## src/rtl/ftc_pkg.sv

```systemverilog
package ftc_pkg;
  typedef enum logic [1:0] {
    REQ_HOLD = 2'd0,
    REQ_INC  = 2'd1,
    REQ_DEC  = 2'd2
  } req_e;
endpackage

```

## src/rtl/ftc_classify.sv

```systemverilog
module ftc_classify
  import ftc_pkg::*;
(
  input  logic up,
  input  logic dn,
  output req_e req
);
  always_comb begin
    if (up && !dn)      req = REQ_INC;
    else if (dn && !up) req = REQ_DEC;
    else                req = REQ_HOLD;
  end
endmodule

```

## src/rtl/ftc_pacer.sv

```systemverilog
module ftc_pacer #(
  parameter int MIN_GAP = 3
) (
  input  logic clk,
  input  logic rst,
  input  logic clr,
  input  logic load,
  output logic ready
);
  localparam int GW = (MIN_GAP < 1) ? 1 : $clog2(MIN_GAP + 1);
  logic [GW-1:0] cnt_q;

  always_ff @(posedge clk) begin
    if (rst || clr)       cnt_q <= '0;
    else if (load)        cnt_q <= GW'(MIN_GAP);
    else if (cnt_q != '0) cnt_q <= cnt_q - 1'b1;
  end

  assign ready = (cnt_q == '0);
endmodule

```

## src/rtl/ftc_code_reg.sv

```systemverilog
module ftc_code_reg
  import ftc_pkg::*;
#(
  parameter int CODE_W = 5
) (
  input  logic              clk,
  input  logic              rst,
  input  logic              clr,
  input  logic              acc,
  input  req_e              req,
  output logic [CODE_W-1:0] code,
  output logic              blocked,
  output logic              stepped
);
  localparam logic [CODE_W-1:0] TOP = {CODE_W{1'b1}};
  logic [CODE_W-1:0] code_q;

  assign blocked = (req == REQ_INC && code_q == TOP) ||
                   (req == REQ_DEC && code_q == '0);
  assign stepped = acc && (req != REQ_HOLD) && !blocked;

  always_ff @(posedge clk) begin
    if (rst || clr) code_q <= '0;
    else if (stepped) begin
      if (req == REQ_INC) code_q <= code_q + 1'b1;
      else                code_q <= code_q - 1'b1;
    end
  end

  assign code = code_q;
endmodule

```

## src/rtl/ftc_flags.sv

```systemverilog
module ftc_flags
  import ftc_pkg::*;
(
  input  logic clk,
  input  logic rst,
  input  logic clr,
  input  logic acc,
  input  req_e req,
  input  logic blocked,
  output logic lock,
  output logic sat
);
  req_e last_q;
  logic lock_q, sat_q;

  always_ff @(posedge clk) begin
    if (rst || clr) begin
      last_q <= REQ_HOLD;
      lock_q <= 1'b0;
      sat_q  <= 1'b0;
    end else if (acc) begin
      last_q <= req;
      sat_q  <= blocked;
      if (req == REQ_HOLD)      lock_q <= 1'b1;
      else if (last_q == req)   lock_q <= 1'b0;
      else if (last_q != REQ_HOLD) lock_q <= 1'b1;
    end
  end

  assign lock = lock_q;
  assign sat  = sat_q;
endmodule

```

## src/rtl/fine_track_ctrl.sv

```systemverilog
module fine_track_ctrl
  import ftc_pkg::*;
#(
  parameter int CODE_W  = 5,
  parameter int MIN_GAP = 3
) (
  input  logic              clk,
  input  logic              rst,
  input  logic              coarse_done,
  input  logic              dec_vld,
  input  logic              pd_up,
  input  logic              pd_dn,
  output logic [CODE_W-1:0] fine_code,
  output logic              fine_lock,
  output logic              fine_sat
);
  req_e req;
  logic ready, acc, blocked, stepped, idle;

  assign idle = !coarse_done;
  assign acc  = coarse_done && dec_vld && ready;

  ftc_classify u_cls (.up(pd_up), .dn(pd_dn), .req(req));

  ftc_pacer #(.MIN_GAP(MIN_GAP)) u_pace (
    .clk(clk), .rst(rst), .clr(idle), .load(stepped), .ready(ready)
  );

  ftc_code_reg #(.CODE_W(CODE_W)) u_code (
    .clk(clk), .rst(rst), .clr(idle), .acc(acc), .req(req),
    .code(fine_code), .blocked(blocked), .stepped(stepped)
  );

  ftc_flags u_flg (
    .clk(clk), .rst(rst), .clr(idle), .acc(acc), .req(req),
    .blocked(blocked), .lock(fine_lock), .sat(fine_sat)
  );
endmodule

```

## config.mk

```make
export PLATFORM = sky130hd
export DESIGN_NAME = fine_track_ctrl
export DESIGN_NICKNAME = d
export VERILOG_FILES = /design/src/rtl/ftc_pkg.sv /design/src/rtl/ftc_classify.sv /design/src/rtl/ftc_pacer.sv /design/src/rtl/ftc_code_reg.sv /design/src/rtl/ftc_flags.sv /design/src/rtl/fine_track_ctrl.sv
export SDC_FILE = /design/constraint.sdc
export NUM_CORES = 1
export LEC_CHECK = 0
export ABC_AREA = 1
export BUFFER_PORTS_ARGS = -buffer_cell sky130_fd_sc_hd__buf_2
export CORE_AREA = 4 4 43 45
export DETAILED_ROUTE_END_ITERATION = 12
export DIE_AREA = 0 0 47 49
export PLACE_DENSITY = 0.69
export SYNTH_ARGS = -nofsm -noshare
export SYNTH_HDL_FRONTEND = slang
export SYNTH_SLANG_ARGS = --single-unit
```

## constraint.sdc

```tcl
create_clock -name clk -period 1.8 [get_ports clk]
set_input_delay 0.09 -clock clk [delete_from_list [all_inputs] [get_ports clk]]
set_output_delay 0.09 -clock clk [all_outputs]
set_load 0.05 [all_outputs]
```

==> run_results.csv <==
group,metric,value,unit
status,status,"complete, no violations",
timing,fin_crit_sh,0.7949,
cells_and_area,layout-drive-gt1-share,0.1833,
cells_and_area,area.growth.synth_to_final,15.74,%
run,cap_violations,0,
cells_and_area,multi_input_area,446.7,um^2
grt,grt_pass1_wl,2.442,mm
placement,post-place-ws,0.3332,ns
detailed_routing,vias,664,
cells_and_area,final_cell_mix,"nand2_1 (22), inv_1 (17), nor2_1 (12), buf_2 (12)",
placement,io_buffer_count,12,
grt,grt_pass1_vias,616,
detailed_routing,ant_nets,0,
clocking,h-tree-depth,1,
clocking,clk_latency,0.26,ns
synth,synth_area_leaders,"dfxtp_1 (30%), nand2_1 (11%), ha_1 (10%)",
detailed_routing,dr_wl_met2,672,um
synth,synthMuxAreaShare,0,
synth,synth_adder_area_share,0.1286,
clocking,clk_pin_slew,0.07,ns
timing,fin_setup_tns,0,ns
timing,final_max_slew_viol_count,0,
timing,skew,0.0008089,ns
grt,overflow,0,
timing,worst_slew_pin_slew,0.3374,ns
clocking,cts_tree,"yes",
synth,yosysTopAreaCellShare,0.2978,
timing,hold_viol_final,0,
detailed_routing,first_pass_iters,4,
cells_and_area,nFillCells,151,
clocking,root_buffer,"clkbuf_4",
detailed_routing,m1WireLength,578,um
floorplanning,die_w,47,um
synth,yosys.area.top_type,"dfxtp_1",
clocking,cts_buffer_depth,2,
setup_path,critPathMaxStageDelay,0.32,ns
timing,setup_ws,0.3692,ns
cells_and_area,seq_area,220.2,um^2
floorplanning,core-area,0.001471,mm^2
cells_and_area,final_common_cell,"nand2_1",
pwr,powerDensity,642.2,mW/mm^2
timing,clock.fmax,698.9,MHz
synth,yosysWarnings,0,
cells_and_area,final_util,0.5816,
floorplanning,die_h,49,um
setup_path,crit_path_frequent_cell,"nor2_4",
setup_path,critPathLaunchType,"register",
setup_path,critPathSlowestCell,"dfxtp_1",
grt,track_usage,0.1376,
setup_path,worstSetupPathType,"register to register",
synth,synth_top_family_by_area,"simple AND/OR/NAND/NOR gates",
synth,yosys.area_share.simple,0.2910,
timing,maxSlewHeadroom,0.7742,
synth,synth_seq_cells,11,
cells_and_area,nNetsFinal,134,
placement,finalWeightedCongestion,0.7347,
synth,synth_fp_nets,116,
floorplanning,die_area,0.002303,mm^2
clocking,post_cts_buffers,0,
setup_path,crit_chain,"inv_1, ha_1, nand3_4, nor2_4, inv_2, nor2_4, nand2_1, a21oi_1",
detailed_routing,routed_via_density,4.882,
synth,ys_seq_area_frac,0.2978,
synth,syn_inst,103,
clocking,cts_hold_buf,0,
synth,synth-xor-area-share,0.08291,
grt,grt_max_degree,10,
synth,syn_area,739.5,um^2
pwr,p_leak,0.4320,nW
clocking,cts_buffers,3,
clocking,cts_resized,0,
setup_path,crit_path_end_kind,"register",
setup_path,path_max_fanout,7,
detailed_routing,drc_errors,0,
clocking,cts_sinks,11,
setup_path,cp_data_arrival_time,1.63,ns
timing,setup_viol,0,
detailed_routing,wl_per_cell,9.868,um
min_path,hold_path_class,"input pin to register",
detailed_routing,wirelength,1.342,mm
synth,synth_compound_area_frac,0.1015,
detailed_routing,drt-initial-drc-count,8,
timing,rsz0062_at_grt,"no",
detailed_routing,route.met3.wl,83,um
pwr,ir_drop,0.0003941,V
floorplanning,rows,14,
cells_and_area,diodes,0,
placement,dp_hpwl,1.134,mm
floorplanning,pin_count,13,
timing,min_period,1.431,ns
grt,antenna_found_initial,0,
synth,synth.distinct_cells,16,
synth,avgSynthCellArea,7.179,um^2
detailed_routing,highest_layer,"met4",
floorplanning,start_util,0.5026,
setup_path,crit_required,2.00,ns
[flip-flops by register name, indices dropped and copies added, names as in the netlist]
signal	count
u_code.code	5
u_flg.last_q	2
u_flg.lock	1
u_flg.sat	1
u_pace.cnt_q	2
[report_power, final]
group          internal [mW]  switching (mW)
Clock                 0.0857          0.0787
Sequential             0.253         0.00692
Combinational         0.0461          0.0796
Total                  0.384           0.165
[layout make-up]
type,instances,share of cell area
clock buffer,4,0.03070
inverter,18,0.07895
multi-input combinational,73,0.5219
sequential,11,0.2573
tap,16,0.02339
timing repair buffer,14,0.08772
[metrics by stage]
step                      instances  total power, mW  hold WS, ns  cell area (um^2)
after floorplan                 103           0.3629       0.2869             739.5
after global placement          132           0.3895       0.4100             829.5
after detailed placement        132           0.3929       0.4202             829.5
after CTS                       136           0.5579       0.1353             855.8
after global routing            136           0.5871       0.1817             855.8
final                           136           0.5496       0.1367             855.8
[worst paths after layout]
| check | slack (ns) | startpoint | depth (start not counted) | endpoint |
|---|---|---|---|---|
| worst min-delay path | 0.14 | rst | 4 | u_pace.cnt_q[1] |
| worst max register to register | 0.37 | u_pace.cnt_q[0] | 8 | u_code.code[2] |
| worst max-delay path | 0.37 | u_pace.cnt_q[0] | 8 | u_code.code[2] |
| worst min register to register | 0.48 | u_flg.last_q[0] | 2 | u_flg.last_q[0] |
[kinds of logic (layout without fill, tap and decap cells)]
logic type               after synthesis  count (layout)
AO/OA/AOI/OAI                         15              15
flip-flops                            11              11
buffers and inverters                 19              36
XOR/XNOR                               7               7
AND/OR/NAND/NOR                       44              44
adder cells (fa/ha/maj)                7               7
[per-layer routing]
metal | track usage | up-vias
met5 | 0 | -
met4 | 0.01382 | 0
met3 | 0.05535 | 2
met2 | 0.2285 | 13
met1 | 0.1681 | 291
li1 | - | 358
[critical path: cells and delay by family (launching register included)]
kind | cells | cell delay [ns]
flops | 1 | 0.32
buf+inv | 2 | 0.12
simple gates | 4 | 0.53
fa+ha+maj | 1 | 0.28
compound gates | 1 | 0.12
[cell usage after synthesis (all sizes together)]
master and number:
nand3 7, ha 6, nor3 1, dfxtp 11
o21ai 4, nor2 14, xnor2 1, fa 1
xor2 6, nand2 22, a21oi 11, inv 18
buf 1
Power figures use the tool's default switching activity.
